--- src/rtl/ldm_pkg.sv ---
package ldm_pkg;

   typedef enum logic [1:0] {
      ST_IDLE,
      ST_FLUSH,
      ST_RUN,
      ST_HOLD
   } meter_state_t;

   // Limit a requested log2 window length to the supported range.
   function automatic int unsigned clamp_log(input int unsigned req,
                                             input int unsigned lo,
                                             input int unsigned hi);
      if (req < lo)      return lo;
      else if (req > hi) return hi;
      else               return req;
   endfunction

endpackage

--- src/rtl/ldm_sync.sv ---
module ldm_sync #(
   parameter int STAGES = 2
) (
   input  logic clk,
   input  logic rst_n,
   input  logic d,
   output logic q
);
   logic [STAGES-1:0] chain;

   always_ff @(posedge clk) begin
      if (!rst_n) chain <= '0;
      else        chain <= {chain[STAGES-2:0], d};
   end

   assign q = chain[STAGES-1];
endmodule

--- src/rtl/ldm_sat_ctr.sv ---
module ldm_sat_ctr #(
   parameter int W        = 21,
   parameter bit SATURATE = 1'b1
) (
   input  logic         clk,
   input  logic         rst_n,
   input  logic         clr,
   input  logic         inc,
   output logic [W-1:0] cnt
);
   logic step;

   generate
      if (SATURATE) begin : g_sat
         assign step = inc && !(&cnt);
      end else begin : g_wrap
         assign step = inc;
      end
   endgenerate

   always_ff @(posedge clk) begin
      if (!rst_n)    cnt <= '0;
      else if (clr)  cnt <= '0;
      else if (step) cnt <= cnt + 1'b1;
   end
endmodule

--- src/rtl/ldm_ctrl.sv ---
module ldm_ctrl
   import ldm_pkg::*;
#(
   parameter int LOG_MIN = 10,
   parameter int LOG_MAX = 20,
   parameter int SEL_W   = 5,
   parameter int STAGES  = 2
) (
   input  logic             clk,
   input  logic             rst_n,
   input  logic             start,
   input  logic [SEL_W-1:0] win_log2,
   output logic             run,
   output logic             done
);
   localparam int WC_W = LOG_MAX + 1;
   localparam int FC_W = $clog2(STAGES + 1);

   meter_state_t       state;
   logic [WC_W-1:0]    wcnt;
   logic [WC_W-1:0]    wlen;
   logic [FC_W-1:0]    fcnt;
   int unsigned        lg_eff;

   always_comb lg_eff = clamp_log(32'(win_log2), LOG_MIN, LOG_MAX);

   always_ff @(posedge clk) begin
      if (!rst_n) begin
         state <= ST_IDLE;
         wcnt  <= '0;
         wlen  <= '0;
         fcnt  <= '0;
      end else if (start) begin
         state <= ST_FLUSH;
         wcnt  <= '0;
         fcnt  <= '0;
         wlen  <= WC_W'(1) << lg_eff;
      end else begin
         unique case (state)
            ST_FLUSH: begin
               if (fcnt == FC_W'(STAGES - 1)) state <= ST_RUN;
               fcnt <= fcnt + 1'b1;
            end
            ST_RUN: begin
               wcnt <= wcnt + 1'b1;
               if (wcnt + 1'b1 == wlen) state <= ST_HOLD;
            end
            default: ;
         endcase
      end
   end

   assign run  = (state == ST_RUN);
   assign done = (state == ST_HOLD);
endmodule

--- src/rtl/lat_duty_meter.sv ---
module lat_duty_meter #(
   parameter int CNT_W       = 21,
   parameter int LOG_MIN     = 10,
   parameter int LOG_MAX     = 20,
   parameter int SYNC_STAGES = 2,
   localparam int SEL_W      = $clog2(LOG_MAX + 1)
) (
   input  logic             clk_smp,
   input  logic             rst_n,
   input  logic             pulse_async,
   input  logic             start,
   input  logic [SEL_W-1:0] win_log2,
   output logic             done,
   output logic [CNT_W-1:0] high_cnt,
   output logic [CNT_W-1:0] total_cnt
);
   generate
      if (LOG_MIN < 1 || LOG_MIN > LOG_MAX) begin : g_bad_range
         $error("lat_duty_meter: LOG_MIN must lie in 1..LOG_MAX");
      end
      if (CNT_W < 1) begin : g_bad_width
         $error("lat_duty_meter: CNT_W must be at least 1");
      end
      if (SYNC_STAGES < 2) begin : g_bad_sync
         $error("lat_duty_meter: SYNC_STAGES must be at least 2");
      end
   endgenerate

   logic pulse_s;
   logic run;

   ldm_sync #(.STAGES(SYNC_STAGES)) u_sync (
      .clk   (clk_smp),
      .rst_n (rst_n),
      .d     (pulse_async),
      .q     (pulse_s)
   );

   ldm_ctrl #(
      .LOG_MIN (LOG_MIN),
      .LOG_MAX (LOG_MAX),
      .SEL_W   (SEL_W),
      .STAGES  (SYNC_STAGES)
   ) u_ctrl (
      .clk      (clk_smp),
      .rst_n    (rst_n),
      .start    (start),
      .win_log2 (win_log2),
      .run      (run),
      .done     (done)
   );

   ldm_sat_ctr #(.W(CNT_W), .SATURATE(1'b1)) u_total (
      .clk   (clk_smp),
      .rst_n (rst_n),
      .clr   (start),
      .inc   (run),
      .cnt   (total_cnt)
   );

   ldm_sat_ctr #(.W(CNT_W), .SATURATE(1'b1)) u_high (
      .clk   (clk_smp),
      .rst_n (rst_n),
      .clr   (start),
      .inc   (run && pulse_s),
      .cnt   (high_cnt)
   );
endmodule

--- config.mk ---
export PLATFORM = sky130hd
export DESIGN_NAME = lat_duty_meter
export DESIGN_NICKNAME = d
export VERILOG_FILES = /design/src/rtl/ldm_pkg.sv /design/src/rtl/ldm_sync.sv /design/src/rtl/ldm_sat_ctr.sv /design/src/rtl/ldm_ctrl.sv /design/src/rtl/lat_duty_meter.sv
export SDC_FILE = /design/constraint.sdc
export NUM_CORES = 1
export LEC_CHECK = 0
export BUFFER_PORTS_ARGS = -buffer_cell sky130_fd_sc_hd__buf_2
export CORE_MARGIN = 2
export CORE_UTILIZATION = 36
export CTS_CLUSTER_SIZE = 16
export DETAILED_ROUTE_END_ITERATION = 10
export GPL_TIMING_DRIVEN = 0
export SLEW_MARGIN = 30
export SYNTH_ARGS = -nofsm -noshare
export SYNTH_HDL_FRONTEND = slang
export SYNTH_HIERARCHICAL = 1
export SYNTH_SLANG_ARGS = --single-unit
--- constraint.sdc ---
create_clock -name clk_smp -period 5.5 [get_ports clk_smp]
set_input_delay 0.55 -clock clk_smp [delete_from_list [all_inputs] [get_ports clk_smp]]
set_output_delay 0.55 -clock clk_smp [all_outputs]
set_load 0.05 [all_outputs]
==> results of run 1 <==
==> routing by layer <==
layer	up-vias	share of wire	track usage
li1	2127	-	-
met1	2039	0.47	0.211
met2	112	0.46	0.263
met3	17	0.050	0.0412
met4	0	0.015	0.0559
met5	-	0	0
==> state kept, by name, summed over array words and instances (netlist names) <==
register and flops:
u_ctrl/state 2, u_high/cnt 21, u_ctrl/fcnt 2, u_ctrl/wlen 21
u_ctrl/wcnt 21, u_sync/chain 2, u_total/cnt 21
==> worst max path at each step <==
stage | to | slack, ns | depth (start not counted)
after floorplan | u_high/cnt[0] | 3.27 | 6
after global placement | u_high/cnt[18] | 2.95 | 8
after detailed placement | u_high/cnt[18] | 2.91 | 8
after CTS | u_high/cnt[18] | 2.90 | 8
after global routing | u_ctrl/state[0] | 2.68 | 9
final | u_ctrl/state[0] | 2.89 | 9
==> worst register-to-register path: cells and delay by family (launching register included) <==
family / cells / cell delay (ns)
simple gates: 3 / 0.93
compound gates: 3 / 0.80
buf+inv: 2 / 0.35
flops: 1 / 0.32
xor+xnor: 1 / 0.14
==> report_power, final <==
group	switching, mW	internal (mW)
Clock	0.245	0.319
Combinational	0.0368	0.0199
Sequential	0.00354	0.656
Total	0.286	0.994
==> cell type report <==
cell class	count	area (sq um)	share of cell area
Inverter	20	75.1	0.0135
Buffer	23	118	0.0212
Multi-Input combinational cell	429	2820	0.507
Sequential cell	90	1800	0.324
Clock buffer	14	254	0.0457
Timing Repair Buffer	51	255	0.0460
Tap cell	176	220	0.0396
Clock inverter	2	12.5	0.00225
==> layout by cell type, fill, tap and decap left out, types with 24 or more instances in the layout <==
master	count
nand2_1	34
xnor2_1	38
o21ai_0	24
dfxtp_1	90
a21oi_1	28
nor2_1	66
buf_2	57
nand3_1	29
nand4_1	28
xor2_1	28
==> cell families after synthesis <==
kind of cell | synth area share
AND/OR/NAND/NOR | 0.294
XOR/XNOR | 0.120
flip-flops | 0.375
adder cells (fa/ha/maj) | 0.0209
buffers and inverters | 0.0401
AO/OA/AOI/OAI | 0.141
multiplexers | 0.00834
==> metrics.md, run 1 <==
| Metric | Value |
|---|---|
| Run status | finished clean |
| Final TNS setup | 0 ns |
| Buf+Inv Stages, Crit Path | 2 |
| Final worst-path setup slack | 2.89 ns |
| I/O pin cnt | 52 |
| Post-synth top cells | 90 x dfxtp_1, 66 x nor2_1, 38 x xnor2_1, 34 x nand2_1, 29 x nand3_1 |
| Hold Path Depth | 2 |
| Core area | 13100 sq um |
| Filler cell count | 1354 |
| CP max FO | 8 |
| Wirelength per Cell | 14.1 um |
| Pre-CTS setup slack | 2.91 ns |
| DRT iter0 DRCs | 299 |
| Clock Latency Late Sink | 0.34 ns |
| Slew Limit Headroom | 0.525 |
| Vias per inst | 5.34 |
| Drt pass-1 iters | 5 |
| Worst min-delay path startpoint | pulse_async |
| Post-DP Area | 5290 sq um |
| Largest net degree at the start of global routing | 14 |
| Die Wd | 119 um |
| Fin. Hold Viols | 0 |
| Seq/Total Area, Yosys | 0.375 |
| Area share of the largest cell type after synthesis | 0.375 |
| WHS | 0.430 ns |
| Starting Density | 0.365 |
| ANT nets after route | 0 |
| Final #Nets | 641 |
| P_leak | 1.92 nW |
| VDD IR max | 0.000160 V |
| Clock slew at reported path FFs | 0.06 ns |
| Row count | 42 |
| Global route overflow | 0 |
| CTS tree | done |
| Final slew viol count | 0 |
| Most used cell, CP | buf_2 |
| CTS H-tree lvls | 3 |
| MaxCap Viol Count | 0 |
| Hold buffers post-CTS | 0 |
| Num CTS Buffers | 9 |
| R2R depth | 9 |
| # Post-CTS Setup Buffers | 0 |
| CTS root buffer | clkbuf_16 |
| Seq cells post-synth | 90 |
| Max Buffers Root-to-Sink | 2 |
| CP required | 5.79 ns |
| Synth area leader | dfxtp_1 |
| Overall power | 1.28 mW |
| Via count | 4295 |
| Area grow syn2layout | 15.7% |
| # port buffers | 51 |
| DRC | 0 |
| Reg2reg end | u_ctrl/state[0] |
| Sink of the worst hold path | u_sync/chain[0] |
| Post-synth EDFFs | 0 |
| CP startpoint | u_ctrl/wcnt[5] |
| Die height | 119 um |
| Post-CTS Resized | 0 |
| Worst Path Class, Setup | register to register |
| Critical R2R Launch | u_ctrl/wcnt[5] |
| Mean post-synth cell area | 8.54 sq um |
| Top FF cell, synth | dfxtp_1 |
| Min Tclk post-route | 2.61 ns |
| Top post-synthesis cells by area | dfxtp_1 38%, xnor2_1 6.9%, nor2_1 5.2% |
| Antenna diode count | 0 |
| Num Clock Sinks | 90 |
| Critical Path Max Stage Delay | 0.60 ns |
| Worst slew pin tran | 0.711 ns |
| Number of global-route vias before repair | 3937 |
| Yosys cell types | 59 |
| Total wire length | 11400 um |
| Most numerous cell in the Yosys netlist | dfxtp_1 |
| Max Clock Skew | 0.00900 ns |
| Synth warn | 6 |
| Power per cell area | 230 nW/um^2 |
| Unrepaired setup endpoints after global routing | no |
| Final Instance Area | 5550 sq um |
| Initial antenna violation count | 0 |
| Synth Instances | 562 |
| Total Routing Usage GR | 0.163 |
| CP delay by family, top | simple AND/OR/NAND/NOR gates |
| Min-delay worst type | primary input to register |
| Final period util | 0.474 |
| Slowest-stage cell, CP | nor4_1 |
| R2R Setup Slk | 2.89 ns |
| Detailed Place HPWL | 8290 um |
| Die ar. | 14300 sq um |
| Synth Net Count | 579 |
| Worst EP arrival | 2.89 ns |
| Non-filler instance count after layout | 805 |
| Gpl congestion | 0.847 |
| Max frequency | 0.383 GHz |
| Placed insts | 789 |
| Fin util | 0.423 |
| Post-Syn Area | 4800 sq um |
| First-pass GRT wire length | 18800 um |
| CP Cell Sequence | buf_2 -> and4_2 -> buf_2 -> nand2_1 -> xnor2_1 -> a2111oi_0 -> o2111ai_1 -> nor4_1 -> a31o_1 |
| Layout cells sized above 1 | 0.159 |
| Critical Path End Type | register |
| Async S/R FF share, synth | 0 |
| CP startpoint kind | register |
| Final setup violation count | 0 |
(Power assumes the default switching activity.)
==> inputs of run 2 (changes only) <==
- clock period: 5.5 -> 2.44 ns (I/O delays scaled with it)
==> metrics.md, run 2 (synthesis gave the netlist of run 1 again) <==
| Metric | Value |
|---|---|
| Clock Latency Late Sink | 0.34 ns (about the same) |
| Final worst-path setup slack | 0.163 ns (-2.73 ns) |
| ANT nets after route | 0 (unchanged) |
| Slew Limit Headroom | 0.519 (-0.00609) |
| Global route overflow | 0 (unchanged) |
| # port buffers | 51 (unchanged) |
| Die Wd | 119 um (unchanged) |
| Final setup violation count | 0 (unchanged) |
| Worst Path Class, Setup | register to register |
| Most frequent cells in the layout | 89 x dfxtp_1, 66 x nor2_1, 56 x buf_2 |
| Number of global-route vias before repair | 3953 (+0.41%) |
| Max Buffers Root-to-Sink | 2 (unchanged) |
| CP startpoint | u_ctrl/state[0] |
| CTS root buffer | clkbuf_16 |
| Critical R2R Launch | u_ctrl/state[0] |
| Sequential Area | 1800 sq um (about the same) |
| Wirelength per Cell | 14.1 um (about the same) |
| VDD IR max | 0.000363 V (+130%) |
| Num CTS Buffers | 9 (unchanged) |
| Die height | 119 um (unchanged) |
| Layout cells sized above 1 | 0.174 (+0.0153) |
| Overall power | 2.89 mW (+130%) |
| Core area | 13100 sq um (unchanged) |
| Min-delay worst type | primary input to register |
| Min Tclk post-route | 2.28 ns (-0.331 ns) |
| I/O pin cnt | 52 (unchanged) |
| Pre-CTS setup slack | -0.154 ns (-3.06 ns) |
| Worst min-delay path startpoint | pulse_async |
| Final slew viol count | 0 (unchanged) |
| Initial antenna violation count | 0 (unchanged) |
| Final #Nets | 643 (+0.31%) |
| Detailed Place HPWL | 8290 um (unchanged) |
| Critical Path End Type | register |
| Gpl congestion | 0.847 (unchanged) |
| DRC | 0 (unchanged) |
| Via count | 4294 (-0.023%) |
| Total Routing Usage GR | 0.164 (+0.00111) |
| Row count | 42 (unchanged) |
| Commonest non-fill, non-tap cell in the layout | dfxtp_1 |
| MaxCap Viol Count | 0 (unchanged) |
| Placed insts | 789 (unchanged) |
| Filler cell count | 1358 (+0.30%) |
| Drt pass-1 iters | 5 (unchanged) |
| Worst slew pin tran | 0.720 ns (+0.00911 ns) |
| Largest net degree at the start of global routing | 14 (unchanged) |
| Num Clock Sinks | 90 (unchanged) |
| Multi-input logic area | 2860 sq um (+1.4%) |
| DRT iter0 DRCs | 341 (+14%) |
| Area grow syn2layout | 17.0% |
| Starting Density | 0.365 (unchanged) |
| Non-filler instance count after layout | 807 (+0.25%) |
| Hold Path Depth | 2 (unchanged) |
| Post-DP Area | 5290 sq um (unchanged) |
| CP required | 2.66 ns (-3.13 ns) |
| Total wire length | 11400 um (+0.28%) |
| CTS tree | done |
| CP startpoint kind | register |
| CP max FO | 11 (+3) |
| P_leak | 1.94 nW (+0.74%) |
| Final period util | 0.933 (+0.459) |
| R2R depth | 8 (-1) |
| First-pass GRT wire length | 19000 um (+0.76%) |
| Max Clock Skew | 0.00728 ns (-0.00173 ns) |
| Fin. Hold Viols | 0 (unchanged) |
| Vias per inst | 5.32 (-0.27%) |
| Clock slew at reported path FFs | 0.06 ns (about the same) |
| Max frequency | 0.439 GHz (+15%) |
| Antenna diode count | 0 (unchanged) |
| CTS H-tree lvls | 3 (unchanged) |
| Worst EP arrival | 2.49 ns (-0.40 ns) |
| Run status | finished clean |
| Power per cell area | 514 nW/um^2 (+120%) |
| Final Instance Area | 5620 sq um (+1.1%) |
| Die ar. | 14300 sq um (unchanged) |
| WHS | 0.126 ns (-0.304 ns) |
## run 2: worst max-delay path, cell delays in order (launching register included)
cell and delay [ns]:
dfxtp_1 0.35, inv_1 0.11, ha_4 0.23, and2_2 0.24, nand4_1 0.26, or4_1 0.49
a211oi_1 0.27, xnor2_1 0.15, nor2_1 0.05
## run 2: final timing paths
path                           to  slack (ns)
hold / removal    u_sync/chain[0]        0.13
setup reg to reg   u_high/cnt[18]        0.16
setup / recovery   u_high/cnt[18]        0.16
hold reg to reg   u_sync/chain[1]        0.43
## run 2: what timing repair did
item	in CTS	in global routing
hold buffers	0	0
gates resized for setup	3	13
pin swaps	1	5
gates cloned	0	0
setup endpoints to repair	3	4
setup buffers	2	0
## run 2: area by class of cell
| cell class | instances | area share |
|---|---|---|
| inverter | 20 | 0.0134 |
| sequential | 90 | 0.321 |
| clock inverter | 2 | 0.00223 |
| multi-input combinational | 429 | 0.508 |
| timing repair buffer | 53 | 0.0488 |
| clock buffer | 14 | 0.0452 |
| buffer | 23 | 0.0218 |
| tap | 176 | 0.0392 |
## run 2: power by group
part / internal [mW] / leakage [nW] / switching (mW) / total, mW
clock: 0.718 / 0.127 / 0.554 / 1.27
combinational: 0.0468 / 1.08 / 0.0839 / 0.131
sequential: 1.48 / 0.727 / 0.00847 / 1.49
total: 2.24 / 1.94 / 0.646 / 2.89
## run 2: per-stage QoR
step | TNS, ns | utilization
finish | 0 | 0.428
global route | -0.00389 | 0.428
CTS | 0 | 0.425
detailed placement | -0.251 | 0.402
global placement | -0.226 | 0.402
floorplan | 0 | -
## run 2: layer usage
metal | GRT usage | vias up | wire length [um]
met1 | 0.213 | 2038 | 5300
met3 | 0.0412 | 15 | 640
met4 | 0.0559 | 0 | 162
met2 | 0.265 | 110 | 5300
li1 | - | 2131 | -
met5 | 0 | - | 0
